**src/rtl/kpd_pkg.sv**
```systemverilog
`timescale 1ns/1ps
package kpd_pkg;
    localparam int ROW_W  = 3;
    localparam int COLS   = 8;
    localparam int COL_W  = $clog2(COLS);

    typedef struct packed {
        logic             ctrl;
        logic             shift;
        logic [ROW_W-1:0] row;
        logic [COL_W-1:0] col;
    } key_code_t;

    localparam int CODE_W = $bits(key_code_t);
endpackage

```
**src/rtl/kpd_scan.sv**
```systemverilog
`timescale 1ns/1ps
module kpd_scan #(
    parameter int PRESCALE = 4
) (
    input  logic                      clk,
    input  logic                      rst_n,
    input  logic                      restart,
    input  logic                      dec_mode,
    output logic                      tick,
    output logic [kpd_pkg::ROW_W-1:0] row,
    output logic                      last_row,
    output logic [3:0]                scan_out
);
    import kpd_pkg::*;
    localparam int PW = (PRESCALE > 1) ? $clog2(PRESCALE) : 1;

    typedef struct packed {
        logic [PW-1:0]    pre;
        logic [ROW_W-1:0] row;
    } scan_st_t;

    scan_st_t st_q, st_d;

    always_comb begin
        st_d     = st_q;
        tick     = (st_q.pre == PW'(PRESCALE - 1));
        last_row = dec_mode ? (st_q.row[1:0] == 2'd3) : (st_q.row == '1);
        if (restart) begin
            st_d.pre = '0;
            st_d.row = '0;
        end else if (tick) begin
            st_d.pre = '0;
            if (dec_mode) st_d.row = {1'b0, st_q.row[1:0] + 2'd1};
            else          st_d.row = st_q.row + 1'b1;
        end else begin
            st_d.pre = st_q.pre + 1'b1;
        end
    end

    always_ff @(posedge clk or negedge rst_n) begin
        if (!rst_n) st_q <= '0;
        else        st_q <= st_d;
    end

    assign row      = st_q.row;
    assign scan_out = dec_mode ? (4'b0001 << st_q.row[1:0]) : {1'b0, st_q.row};

    AST_ENC_STEP: assert property (@(posedge clk) disable iff (!rst_n)
        tick && !restart && !dec_mode |=> scan_out[2:0] == $past(scan_out[2:0]) + 3'd1);
    AST_SCAN_HOLD: assert property (@(posedge clk) disable iff (!rst_n)
        !tick && !restart |=> $stable(scan_out));
    AST_DEC_ROTATE: assert property (@(posedge clk) disable iff (!rst_n)
        tick && !restart && dec_mode |=> scan_out == {$past(scan_out[2:0]), $past(scan_out[3])});
endmodule

```
**src/rtl/kpd_debounce.sv**
```systemverilog
`timescale 1ns/1ps
module kpd_debounce (
    input  logic                      clk,
    input  logic                      rst_n,
    input  logic                      restart,
    input  logic                      tick,
    input  logic [kpd_pkg::ROW_W-1:0] row,
    input  logic                      last_row,
    input  logic [kpd_pkg::COLS-1:0]  ret_n,
    input  logic                      shift_in,
    input  logic                      ctrl_in,
    output logic                      push,
    output kpd_pkg::key_code_t        push_code
);
    import kpd_pkg::*;

    typedef struct packed {
        logic      found;
        key_code_t key;
        logic      cand_vld;
        key_code_t cand;
        logic      locked;
        logic      push;
        key_code_t code;
    } deb_st_t;

    deb_st_t st_q, st_d;

    always_comb begin
        logic             hit;
        logic [COL_W-1:0] col;
        logic             f;
        key_code_t        k;
        st_d      = st_q;
        st_d.push = 1'b0;
        hit = ~&ret_n;
        col = '0;
        for (int i = COLS - 1; i >= 0; i--) begin
            if (!ret_n[i]) col = COL_W'(i);
        end
        f = st_q.found;
        k = st_q.key;
        if (restart) begin
            st_d = '0;
        end else if (tick) begin
            if (hit && !f) begin
                f = 1'b1;
                k = '{ctrl: ctrl_in, shift: shift_in, row: row, col: col};
            end
            if (last_row) begin
                st_d.found = 1'b0;
                if (!f) begin
                    st_d.locked   = 1'b0;
                    st_d.cand_vld = 1'b0;
                end else if (!st_q.locked) begin
                    if (st_q.cand_vld && st_q.cand.row == k.row && st_q.cand.col == k.col) begin
                        st_d.push     = 1'b1;
                        st_d.code     = k;
                        st_d.locked   = 1'b1;
                        st_d.cand_vld = 1'b0;
                    end else begin
                        st_d.cand     = k;
                        st_d.cand_vld = 1'b1;
                    end
                end
            end else begin
                st_d.found = f;
                st_d.key   = k;
            end
        end
    end

    always_ff @(posedge clk or negedge rst_n) begin
        if (!rst_n) st_q <= '0;
        else        st_q <= st_d;
    end

    assign push      = st_q.push;
    assign push_code = st_q.code;

    AST_SINGLE_PUSH: assert property (@(posedge clk) disable iff (!rst_n)
        push |=> !push);
    AST_PUSH_AFTER_CAND: assert property (@(posedge clk) disable iff (!rst_n)
        $rose(push) |-> $past(st_q.cand_vld));
    AST_LOCKED_NO_PUSH: assert property (@(posedge clk) disable iff (!rst_n)
        st_q.locked && !restart |=> !push);
endmodule

```
**src/rtl/kpd_fifo.sv**
```systemverilog
`timescale 1ns/1ps
module kpd_fifo #(
    parameter int DEPTH = 8,
    parameter int W     = 8,
    localparam int AW   = (DEPTH > 1) ? $clog2(DEPTH) : 1,
    localparam int CW   = $clog2(DEPTH + 1)
) (
    input  logic          clk,
    input  logic          rst_n,
    input  logic          push,
    input  logic [W-1:0]  push_data,
    input  logic          pop_req,
    input  logic          clr_ovr,
    output logic [W-1:0]  head,
    output logic [CW-1:0] count,
    output logic          full,
    output logic          overrun,
    output logic          irq
);
    typedef struct packed {
        logic [DEPTH-1:0][W-1:0] mem;
        logic [AW-1:0]           wp;
        logic [AW-1:0]           rp;
        logic [CW-1:0]           cnt;
        logic                    ovr;
        logic                    irq;
    } fifo_st_t;

    fifo_st_t st_q, st_d;
    logic     pop, wr;

    function automatic logic [AW-1:0] nxt(input logic [AW-1:0] p);
        return (p == AW'(DEPTH - 1)) ? '0 : p + 1'b1;
    endfunction

    always_comb begin
        st_d = st_q;
        full = (st_q.cnt == CW'(DEPTH));
        pop  = pop_req && (st_q.cnt != '0);
        wr   = push && (!full || pop);
        if (wr) begin
            st_d.mem[st_q.wp] = push_data;
            st_d.wp           = nxt(st_q.wp);
        end
        if (pop) st_d.rp = nxt(st_q.rp);
        st_d.cnt = st_q.cnt + CW'(wr) - CW'(pop);
        if (clr_ovr) st_d.ovr = 1'b0;
        if (push && full && !pop) st_d.ovr = 1'b1;
        st_d.irq = (st_d.cnt != '0) && !pop;
    end

    always_ff @(posedge clk or negedge rst_n) begin
        if (!rst_n) st_q <= '0;
        else        st_q <= st_d;
    end

    assign head    = st_q.mem[st_q.rp];
    assign count   = st_q.cnt;
    assign overrun = st_q.ovr;
    assign irq     = st_q.irq;

    AST_COUNT_LIMIT: assert property (@(posedge clk) disable iff (!rst_n)
        count <= CW'(DEPTH));
    AST_FULL_DROP: assert property (@(posedge clk) disable iff (!rst_n)
        full && push && !pop_req |=> count == CW'(DEPTH) && overrun);
    AST_OVR_STICKY: assert property (@(posedge clk) disable iff (!rst_n)
        overrun && !clr_ovr |=> overrun);
    AST_IRQ_DROP: assert property (@(posedge clk) disable iff (!rst_n)
        pop |=> !irq);
    AST_IRQ_REARM: assert property (@(posedge clk) disable iff (!rst_n)
        !pop_req && count != '0 |=> irq);
    AST_EMPTY_READ: assert property (@(posedge clk) disable iff (!rst_n)
        pop_req && count == '0 && !push |=> count == '0 && !irq);
endmodule

```
**src/rtl/kpd_ctrl.sv**
```systemverilog
`timescale 1ns/1ps
module kpd_ctrl #(
    parameter int PRESCALE   = 4,
    parameter int FIFO_DEPTH = 8
) (
    input  logic       clk,
    input  logic       rst_n,
    input  logic       bus_sel,
    input  logic       bus_rd,
    input  logic       bus_wr,
    input  logic [7:0] bus_wdata,
    output logic [7:0] bus_rdata,
    output logic [3:0] scan_out,
    input  logic [7:0] ret_n,
    input  logic       shift_in,
    input  logic       ctrl_in,
    output logic       irq
);
    import kpd_pkg::*;
    localparam int CW = $clog2(FIFO_DEPTH + 1);

    typedef struct packed {
        logic dec;
    } mode_st_t;

    mode_st_t  mode_q, mode_d;
    logic      cmd_wr, restart, clr_ovr, pop_req;
    logic      tick, last_row, push, full, overrun;
    logic [ROW_W-1:0] row;
    key_code_t code, head;
    logic [CW-1:0] count;
    logic [7:0] status;

    always_comb begin
        mode_d  = mode_q;
        cmd_wr  = bus_wr && bus_sel;
        restart = cmd_wr && (bus_wdata[0] != mode_q.dec);
        clr_ovr = cmd_wr && bus_wdata[1];
        pop_req = bus_rd && !bus_sel;
        if (cmd_wr) mode_d.dec = bus_wdata[0];
    end

    always_ff @(posedge clk or negedge rst_n) begin
        if (!rst_n) mode_q <= '0;
        else        mode_q <= mode_d;
    end

    kpd_scan #(.PRESCALE(PRESCALE)) u_scan (
        .clk(clk), .rst_n(rst_n), .restart(restart), .dec_mode(mode_q.dec),
        .tick(tick), .row(row), .last_row(last_row), .scan_out(scan_out)
    );

    kpd_debounce u_deb (
        .clk(clk), .rst_n(rst_n), .restart(restart), .tick(tick), .row(row),
        .last_row(last_row), .ret_n(ret_n), .shift_in(shift_in), .ctrl_in(ctrl_in),
        .push(push), .push_code(code)
    );

    kpd_fifo #(.DEPTH(FIFO_DEPTH), .W(CODE_W)) u_fifo (
        .clk(clk), .rst_n(rst_n), .push(push), .push_data(code), .pop_req(pop_req),
        .clr_ovr(clr_ovr), .head(head), .count(count), .full(full),
        .overrun(overrun), .irq(irq)
    );

    assign status    = {1'b0, overrun, full, 1'b0, 4'(count)};
    assign bus_rdata = bus_sel ? status : head;

    AST_MODE_RESTART: assert property (@(posedge clk) disable iff (!rst_n)
        restart |=> (mode_q.dec ? scan_out == 4'b0001 : scan_out == 4'b0000));
endmodule

```
**config.mk**
```make
export PLATFORM = sky130hd
export DESIGN_NAME = kpd_ctrl
export DESIGN_NICKNAME = d
export VERILOG_FILES = /design/src/rtl/kpd_pkg.sv /design/src/rtl/kpd_scan.sv /design/src/rtl/kpd_debounce.sv /design/src/rtl/kpd_fifo.sv /design/src/rtl/kpd_ctrl.sv
export SDC_FILE = /design/constraint.sdc
export NUM_CORES = 1
export LEC_CHECK = 0
export ABC_AREA = 1
export BUFFER_PORTS_ARGS = -buffer_cell sky130_fd_sc_hd__buf_2
export CELL_PAD_IN_SITES_DETAIL_PLACEMENT = 0
export CELL_PAD_IN_SITES_GLOBAL_PLACEMENT = 1
export CORE_MARGIN = 2
export CORE_UTILIZATION = 49
export DETAILED_ROUTE_END_ITERATION = 8
export GPL_TIMING_DRIVEN = 0
export HOLD_SLACK_MARGIN = 0.06
export PLACE_DENSITY = 0.94
export RECOVER_POWER = 25
export SYNTH_ARGS = -nofsm -noshare
export SYNTH_HDL_FRONTEND = slang
export SYNTH_SLANG_ARGS = --single-unit
```
**constraint.sdc**
```tcl
create_clock -name clk -period 6.3 [get_ports clk]
set_input_delay 1.26 -clock clk [delete_from_list [all_inputs] [get_ports clk]]
set_output_delay 1.26 -clock clk [all_outputs]
set_load 0.02 [all_outputs]
```
======== After elaboration in Yosys (flattened, before gate mapping) ========
Index checks and enable logic that the tools add are counted.
storage, ports and cells
  flip-flop bits (word level) ............. 108
  input bits .............................. 23
  output and inout port bits .............. 13
operators by class
  add/sub/neg operators ................... 7
  $lt $le $gt $ge ......................... 3
  eq/ne operators ......................... 13
  shifts and indexed selects .............. 1
  mux-type cells .......................... 43
  reductions and logical operators ........ 32
operator list
  cell                                                                          number
  8-bit two-way mux                                                             9
  64-bit bitwise mux                                                            1
  28-bit two-way mux                                                            2
  19-bit two-way mux                                                            2
  3-bit two-way mux                                                             12
  8-bit binary-select mux with 3-bit select                                     1
  8-bit demux with 3-bit select                                                 1
  1-bit logical AND                                                             13
  1-bit two-way mux                                                             10
  10-bit two-way mux                                                            1
  5-bit AND reduction                                                           2
  2-bit nonzero test                                                            5
  3-bit by 1-bit adder with 3-bit output, second input constant                 3
  3-bit equality test, second input constant                                    3
  9-bit two-way mux                                                             1
  3-bit by 4-bit less-than comparator with 1-bit output, second input constant  2
  8-bit AND reduction                                                           1
  4-bit nonzero test                                                            2
  3-bit equality test                                                           2
  2-bit inequality test, second input constant                                  3
  1-bit logical NOT                                                             5
  5-bit two-way mux                                                             1
  2-bit by 1-bit adder with 2-bit output, second input constant                 2
  4-bit by 1-bit adder with 4-bit output                                        1
  12 further kinds                                                              14

======== Longest topological paths before layout ========
Gate-level depths: netlist of the first run.
  depth after elaboration ................. 20
  depth in mapped cells ................... 18

======== Hierarchy ========
A second synthesis of the first run with hierarchy kept.
unflattened totals
  cell total of the unflattened synthesis .. 820
  area, all modules ....................... 6,388.6 sq um
modules (own cells, without submodules)
  module        times used  cells each  area each (sq um)  sequential area each (sq um)
  kpd_fifo      1           512         4,247.8            1,901.8
  kpd_debounce  1           225         1,605.3            650.6
  kpd_scan      1           46          359.1              125.1
  kpd_ctrl      1           37          176.4              25.0

======== Worst setup path before layout of the first run ========
No wires, ideal clock.
  path type ............................... in2out
  start point ............................. input bus_sel
  end point ............................... output bus_rdata[2]
  arrival time ............................ 1,997 ps
  data required time ...................... 5,040 ps
  path slack .............................. 3,043 ps
  stages on the path ...................... 3
  cells stage by stage .................... inv_1 > clkbuf_1 > o21ai_0
on the way
  word-level cells in the longest chain between the ends .. 1
RTL lines
  item               RTL line        source
  from (decl)        kpd_ctrl.sv:8   input logic bus_sel,
  8-bit two-way mux  kpd_ctrl.sv:66  assign bus_rdata = bus_sel ? status : head;
  to (decl)          kpd_ctrl.sv:12  output logic [7:0] bus_rdata,
Every way passes these cells.

======== Worst setup path after layout of the first run ========
  start point ............................. register u_fifo.st_q[7] (netlist bit)
  end point ............................... output bus_rdata[0]
on the way
  word-level cells in the longest chain between the ends .. 3
RTL lines
  item                                       RTL line        source
  from (decl)                                kpd_fifo.sv:29  fifo_st_t st_q, st_d;
  from (signal assigned)                     kpd_fifo.sv:54  else st_q <= st_d;
  8-bit binary-select mux with 3-bit select  kpd_fifo.sv:57  assign head = st_q.mem[st_q.rp];
  8-bit two-way mux (implied by the code)    kpd_fifo.sv:57
  8-bit two-way mux                          kpd_ctrl.sv:66
Every way passes these cells. The select of a mux whose other input is x is not followed.

==> metrics list, run 1 <==
- Pwr per Cell Area: 358.2 nW/um2
* Final count of negative-setup-slack endpoints: 0
- Summed over all layers, the routed wires come to 13420 um.
- Chip Width: 109.6 um
- Of the synthesized area, sequential elements account for 0.4947.
- Minimum period implied by the final worst setup slack: approximately 3900 ps
- In the final routed layout, each cell accounts on average for 15.81 um.
- From synthesis to final layout, the design area changed by 9.849%.
- Share of post-route cells with drive strength above 1: 0.1086
* Final number of hold-violating endpoints: 0
- Number of buffers created by CTS: 9
- Result of the run: finished with violations
- In this run the worst setup path terminates at bus_rdata[0].
- Total congestion overflow: 0
* Worst reg2reg setup slack: between 3000 and 4000 ps
- Via count of the first global-routing pass: 4563
- Dividing the detail-routed via count by the number of cells gives 5.528.
* Die Ht: 109.6 um
* Number of search-and-repair iterations in the first detailed-routing pass: 5
* Data arrival, critical path: 2610 ps
* Top-Level Pins: 36
* Number of levels the H-tree was split into: 3
- DIE AREA: 12010 um2
* Cell count after synthesis: 664
* Post-synthesis cell area: 5463 um2
- Hold Buf Count CTS: 0
- After detailed routing, the number of remaining DRC violations is 0.
* Number of nets in the final layout: 745
- STA puts the critical path data required time at just over 5000 ps.
* Count of maximum capacitance violations: 1
- The worst setup path is captured at a primary output.
* Final sum of negative setup slack: 0 ps
- After synthesis the netlist holds a flip-flop and latch count of 108.
* Number of design-rule violations left by the first detailed-router iteration: between 400 and 500
- The min-delay analysis places its worst path in the category flip-flop to flip-flop.
- Dpl hpwl: about 9800 um
- Post-Synthesis Mean Instance Area: between 8 and 9 um2
- After clock tree synthesis, the setup repair step added 0 buffers.
- Entering global routing, the biggest net connects 62 pins.
- At the end of routability-driven placement, the weighted congestion stood at 0.8703.
- Final clock period utilization by the worst path: 0.6147
- WS Path Type: flip-flop to primary output
- Wire length of the first global-routing pass: 22540 um
- Timing startpoint of the critical path: u_fifo.st_q[7]
- STA classifies the critical path startpoint as a flip-flop.
* Violations in the final reports: capacitance limit, slew limit
- Once routing completed, OpenROAD measured the worst setup slack at 2427 ps.
- In this run the deepest clock path goes through 2 buffers.
- Between clock sinks in the finished design, the worst skew comes to 13.84 ps.
- After clock tree synthesis, the clock-pin slew on the worst setup and hold paths is roughly 100 ps.
- R2R cell count: 14
* Root Buffer Master: clkbuf_8
- Based on the critical path, the design can be clocked at up to ~260 MHz.
- Area of the core: between 10000 and 15000 um2
- Leaving out fill and tap cells, the most frequent cell in the layout is nand2_1.
- In this run the core area contains 38 standard-cell rows.
- The worst register-to-register path ends at u_fifo.irq.
- In the layout the commonest cells are nand2_1 (155), o21ai_0 (115), dfrtp_1 (108).
- TritonCTS built the clock tree.
* Clock insertion delay at the later pin of the skew report: 380 ps
* Diodes inserted: 0
- Prior to clock tree synthesis, the placed netlist has a worst setup slack of 2542 ps.
- The worst register-to-register path begins at u_fifo.count[2].
- Number of distinct library cells after synthesis: 35
- The analysis attributes to cell leakage a power of 2.851 nW.
* Maximum fanout along the worst path: 10
- Slew Limit Fails: 48
* Max-slew headroom: -0.8181
- Number of nets in the synthesized netlist: 704
- YS warnings: 0
* Antenna violations before repair: 0
- The initial utilization of the core area, before any placement, comes to 0.5039.
- The detailed router placed 4693 vias in this run.
- The count of nets left with antenna violations once routing finished came out at 0.
- Worst-margin pin slew: 2727 ps
* Port Buffer Count: 29
* Resized cells post-CTS: 0
* Total Routing Usage GR: 0.2446
* Total number of clock tree sinks: 108
* RSZ-0062 raised after global routing: no
- Max VDD drop: around 0.00028 V
==> area by class of cell <==
cell class | instances | area [um2]
Timing Repair Buffer | 30 | 170.2
Multi-Input combinational cell | 464 | 2379
Inverter | 70 | 262.8
Clock buffer | 9 | 123.9
Sequential cell | 108 | 2703
Buffer | 22 | 107.6
Fill cell | 1009 | 4840
Clock inverter | 6 | 80.08
Tap cell | 140 | 175.2
==> flip-flops by register name, summed over array words and instances, names as in the netlist <==
| name | cells |
|---|---|
| u_scan.st_q | 2 |
| u_scan.row | 3 |
| u_deb.push_code | 8 |
| u_fifo.count | 4 |
| u_deb.st_q | 17 |
| u_fifo.irq | 1 |
| u_fifo.st_q | 70 |
| u_deb.push | 1 |
| mode_q | 1 |
| u_fifo.overrun | 1 |
==> metal layers <==
layer / GRT usage / vias to the layer above / routed length (um) / share of wire
li1: - / 2282 / - / -
met1: 0.3390 / 2291 / 6200 / 0.46
met2: 0.3929 / 108 / 6336 / 0.47
met3: 0.05394 / 12 / 738 / 0.055
met4: 0.05967 / 0 / 147 / 0.011
met5: 0 / - / 0 / 0
==> cell usage after synthesis (all sizes together) <==
library cell  number  area [um2]
nand2            167       671.9
o21ai            126       645.6
dfrtp            108        2703
inv               69       259.0
nor2              68       280.3
nand3             32       170.2
clkbuf            18       67.56
ha                16       200.2
a21oi             11       58.81
o221ai            11       96.34
o22ai             10       62.56
nand4              8       68.82
buf                4       40.04
a31oi              3       18.77
nand3b             3       22.52
nor3               2       21.27
xnor2              2       17.52
a32o               1       10.01
a41oi              1       8.760
clkinv             1       3.750
fa                 1       20.02
o211ai             1       7.510
o41ai              1       8.760
==> cell families (layout without fill, tap and decap cells) <==
logic type / after synthesis / in the layout / share of synthesized area
flops: 108 / 108 / 0.4947
compound gates: 165 / 165 / 0.1679
buf+inv: 92 / 137 / 0.06780
fa+ha+maj: 17 / 17 / 0.04031
xor+xnor: 2 / 2 / 0.003207
simple gates: 280 / 280 / 0.2261
==> worst min-delay path by stage <==
stage                    from        endpoint  slack [ps]  cells after the start
2_1_floorplan  u_scan.st_q[3]  u_scan.st_q[3]         410                      1
3_3_place_gp   u_scan.st_q[3]  u_scan.st_q[3]         420                      1
3_5_place_dp   u_scan.st_q[3]  u_scan.st_q[3]         430                      1
4_1_cts        u_scan.st_q[3]  u_scan.st_q[3]         450                      1
5_1_grt        u_scan.st_q[3]  u_scan.st_q[3]         480                      1
6_report       u_scan.st_q[3]  u_scan.st_q[3]         440                      1
==> per-stage QoR <==
step,power [W],area (um2),util,instances,hold WS [ps]
2_1_floorplan,0.001443,5463,-,664,409.9
3_3_place_gp,0.001680,5783,0.5335,833,420.7
3_5_place_dp,0.001709,5813,0.5362,834,434.3
4_1_cts,0.002162,6017,0.5551,849,448.2
5_1_grt,0.002317,6001,0.5536,849,475.0
6_report,0.002150,6001,0.5536,849,438.6
==> power breakdown <==
| group | internal, W | switching [W] |
|---|---|---|
| logic | 0.000286 | 0.000590 |
| clock network | 0.000219 | 0.000230 |
| registers | 0.000769 | 0.0000571 |
| total | 0.00127 | 0.000876 |
==> critical path, cell delays in order, from the launching register on <==
cell      delay, ps
dfrtp_1         510
inv_1           270
clkbuf_1        490
o21ai_0         180
o221ai_1        290
nand3_1         160
o21ai_0         120
buf_2           200
Note: power is estimated with default switching activity, not from simulation.
==> run 2: changes to the inputs <==
--- a/config.mk
+++ b/config.mk
@@ -10,11 +10,11 @@
 export CELL_PAD_IN_SITES_DETAIL_PLACEMENT = 0
 export CELL_PAD_IN_SITES_GLOBAL_PLACEMENT = 1
 export CORE_MARGIN = 2
-export CORE_UTILIZATION = 49
+export CORE_UTILIZATION = 46
 export DETAILED_ROUTE_END_ITERATION = 8
 export GPL_TIMING_DRIVEN = 0
 export HOLD_SLACK_MARGIN = 0.06
-export PLACE_DENSITY = 0.94
+export PLACE_DENSITY = 0.9
 export RECOVER_POWER = 25
 export SYNTH_ARGS = -nofsm -noshare
 export SYNTH_HDL_FRONTEND = slang
==> constraint.sdc (replaced) <==
create_clock -name clk -period 4 [get_ports clk]
set_input_delay 0.8 -clock clk [delete_from_list [all_inputs] [get_ports clk]]
set_output_delay 0.8 -clock clk [all_outputs]
set_load 0.02 [all_outputs]
==> run 2 against run 1 <==
Effect of this change: the flow finishes with violations (DRC, capacitance limit, slew limit); die area up 6.3%; clock skew decreased by 4.7 ps; critical path depth unchanged; first-iteration DRC count decreased by 12%; clock-buffer cell count up 1; sequential power grew 57%; routed wire length up 0.75%; final area increased by 1.6%; combinational power rose by 58%.
==> metrics list, run 2 (same netlist as run 1, synthesis figures left out) <==
* Result of the run: finished with violations (unchanged)
- Violations in the final reports: DRC, capacitance limit, slew limit (was capacitance limit, slew limit)
* TritonCTS clock tree: yes (unchanged)
- The path class of the lowest-slack min-delay path was flip-flop to flip-flop (unchanged).
* Diodes inserted: 0 (unchanged)
* Vias per cell: 5.536 (was 5.528)
* Final count of negative-setup-slack endpoints: 0 (unchanged)
- Register with the most flip-flops: u_fifo.st_q (unchanged)
- The area of placed instances came to 5817 um2 (was 5813 um2).
* Final number of hold-violating endpoints: 0 (unchanged)
* Internal Power: 0.002154 W (was 0.001273 W)
* Worst hold slack: 438.2 ps (was 438.6 ps)
- Root Buffer Master: clkbuf_16 (was clkbuf_8)
* Top-Level Pins: 36 (unchanged)
- Maximum fanout along the worst path: 10 (unchanged)
* Resized cells post-CTS: 0 (unchanged)
* Antenna violations before repair: 0 (unchanged)
* Chip Width: 113.0 um (was 109.6 um)
* Pwr per Cell Area: 588.9 nW/um2 (was 358.2 nW/um2)
- The final net count came to 745 (unchanged).
* Total Routing Usage GR: 0.2305 (was 0.2446)
* Max VDD drop: 0.0002441 V (was 0.0002789 V)
- Gpl congestion: 0.8362 (was 0.8703)
- Most frequent cells in the layout: nand2_1 (155), o21ai_0 (115), dfrtp_1 (108) (unchanged)
- The startpoint type of the worst setup path was a flip-flop (unchanged).
- The maximum level of the CTS H-tree was 3 (unchanged).
- The leakage power of the design is 2.890 nW (was 2.851 nW).
- Sequential Power Share: 0.362 (was 0.384)
- Switching part of the total: 0.4004 (was 0.4077)
- The required arrival time at the worst endpoint is 3200 ps (was 5040 ps).
- Worst Setup End Kind: primary output (unchanged)
- The detailed-placement wirelength estimate was 9813 um (was 9791 um).
- Multi-input gate area: 2379 um2 (unchanged)
- The final global-route overflow total came to 0 (unchanged).
- Max Clk Rate: 311.3 MHz
- The endpoint arrival time on the critical path came to 2410 ps (was 2610 ps).
- WS Path Type: flip-flop to primary output (unchanged)
- The tightest slew margin relative to the limit is -0.8449 (was -0.8181).
* Number of buffers created by CTS: 9 (unchanged)
- The max-cap violation count is 1 (unchanged).
- The sink count of the clock tree is 108 (unchanged).
* Count of nets left with antenna violations after detail routing: 0 (unchanged)
- The port buffer count is 29 (unchanged).
- The final routed wire length divided by cell count was 15.85 um (was 15.81 um).
- The deepest clock path buffer count is 2 (unchanged).
* Share of post-route cells with drive strength above 1: 0.1085 (was 0.1086)
* Most common cell after layout, fill and taps aside: nand2_1 (unchanged)
- Clock insertion delay at the later pin of the skew report: 360 ps (was 380 ps)
* Max FFs per register: 70 (unchanged)
- The wire length of the first global-routing pass is 23180 um (was 22540 um).
* Slew Limit Fails: 48 (unchanged)
- The placeable core region came to 11520 um2 (was 10840 um2).
- The number of instances in the placed design came to 837 (was 834).
* Sw power: 0.001438 W (was 0.0008765 W)
- The part of the total power dissipated in combinational logic is 0.384 (was 0.407).
- Total area of sequential cells: 2703 um2 (unchanged)
- The clock share of power was 0.254 (was 0.209).
- Std cell rows: 39 (was 38)
* Clock-pin slew of the registers on the worst-case setup and hold paths: 70 ps (was 100 ps)
- Hold Buf Count CTS: 0 (unchanged)
- The total detailed-routing wirelength is 13520 um (was 13420 um).
* RSZ-0062 raised after global routing: no (unchanged)
- The DRC violation count after routing was 2 (was 0).
* Worst-margin pin slew: 2767 ps (was 2727 ps)
* Clock skew: 9.137 ps (was 13.84 ps)
- Layout area overhead: 11.66% (was 9.849%)
- The largest net degree at the start of global routing was 62 (unchanged).
- The cell area after layout came to 6100 um2 (was 6001 um2).
- The number of global-route vias before repair came to 4580 (was 4563).
- The aggregate negative setup slack came to 0 ps (unchanged).
- The starting density of the core was 0.4744 (was 0.5039).
- The number of standard cells in the final layout excluding fillers was 853 (was 849).
- Minimum period implied by the final worst setup slack: 3213 ps
* Die Ht: 113.0 um (was 109.6 um)
- The number of iterations in the first detailed-routing pass is 9 (was 5).
- DIE AREA: 12760 um2 (was 12010 um2)
- The count of filler cells inserted in the layout was 1091 (was 1009).
- Power, Total: 0.003592 W (was 0.002150 W)
* DR vias: 4722 (was 4693)
- The post-CTS setup buffer count came to 0 (unchanged).
* Number of design-rule violations left by the first detailed-router iteration: 406 (was 459)
- Final clock period utilization by the worst path: 0.8031
[run 2: changes by cell type in the layout (fill, tap and decap cells not counted)]
cell	delta
clkbuf_16	+9
clkinv_2	-3
clkinv_4	+1
inv_6	+3
clkbuf_1	+1
clkbuf_8	-9
bufinv_16	-1
[run 2: final timing paths]
path / startpoint / to / slack [ps] / cells past startpoint
max: u_fifo.st_q[7] / bus_rdata[5] / 790 / 7
min: u_scan.st_q[3] / u_scan.st_q[3] / 440 / 1
max reg2reg: u_fifo.count[2] / u_fifo.irq / 1180 / 14
min reg2reg: u_scan.st_q[3] / u_scan.st_q[3] / 440 / 1
max in group asynchronous: rst_n / u_fifo.st_q[27] / 1110 / 1
min in group asynchronous: rst_n / u_fifo.count[1] / 1310 / 1
[run 2: power groups by stage]
stage | Combinational, W | Clock, W | Sequential, W
2_1_floorplan | 0.000976 | 0 | 0.00130
3_3_place_gp | 0.00133 | 0 | 0.00132
3_5_place_dp | 0.00137 | 0 | 0.00132
4_1_cts | 0.00138 | 0.000923 | 0.00130
5_1_grt | 0.00156 | 0.000977 | 0.00131
6_report | 0.00138 | 0.000911 | 0.00130
[run 2: metrics by stage]
step | setup WS [ps] | utilization
2_1_floorplan | 1267 | -
3_3_place_gp | 719.6 | 0.5025
3_5_place_dp | 690.8 | 0.5051
4_1_cts | 742.7 | 0.5311
5_1_grt | 528.0 | 0.5297
6_report | 787.4 | 0.5297
[run 2: final cells by class]
| cell class | instances | share of cell area |
|---|---|---|
| Tap cell | 143 | 0.02933 |
| Multi-Input combinational cell | 464 | 0.3899 |
| Buffer | 22 | 0.01764 |
| Inverter | 70 | 0.04308 |
| Sequential cell | 108 | 0.4431 |
| Timing Repair Buffer | 30 | 0.02790 |
| Clock buffer | 10 | 0.03754 |
| Clock inverter | 6 | 0.01149 |
[run 2: metal layers]
metal,up-vias,share of wire,global-route usage
li1,2288,-,-
met1,2298,0.47,0.3311
met2,121,0.46,0.3550
met3,15,0.052,0.05196
met4,0,0.017,0.06341
met5,-,0,0
[run 2: worst max-delay path, stage by stage (launching register included)]
cell	delay, ps
dfrtp_1	490
inv_1	240
clkbuf_1	450
o21ai_0	180
o221ai_1	280
nand3_1	120
o21ai_0	100
buf_2	190
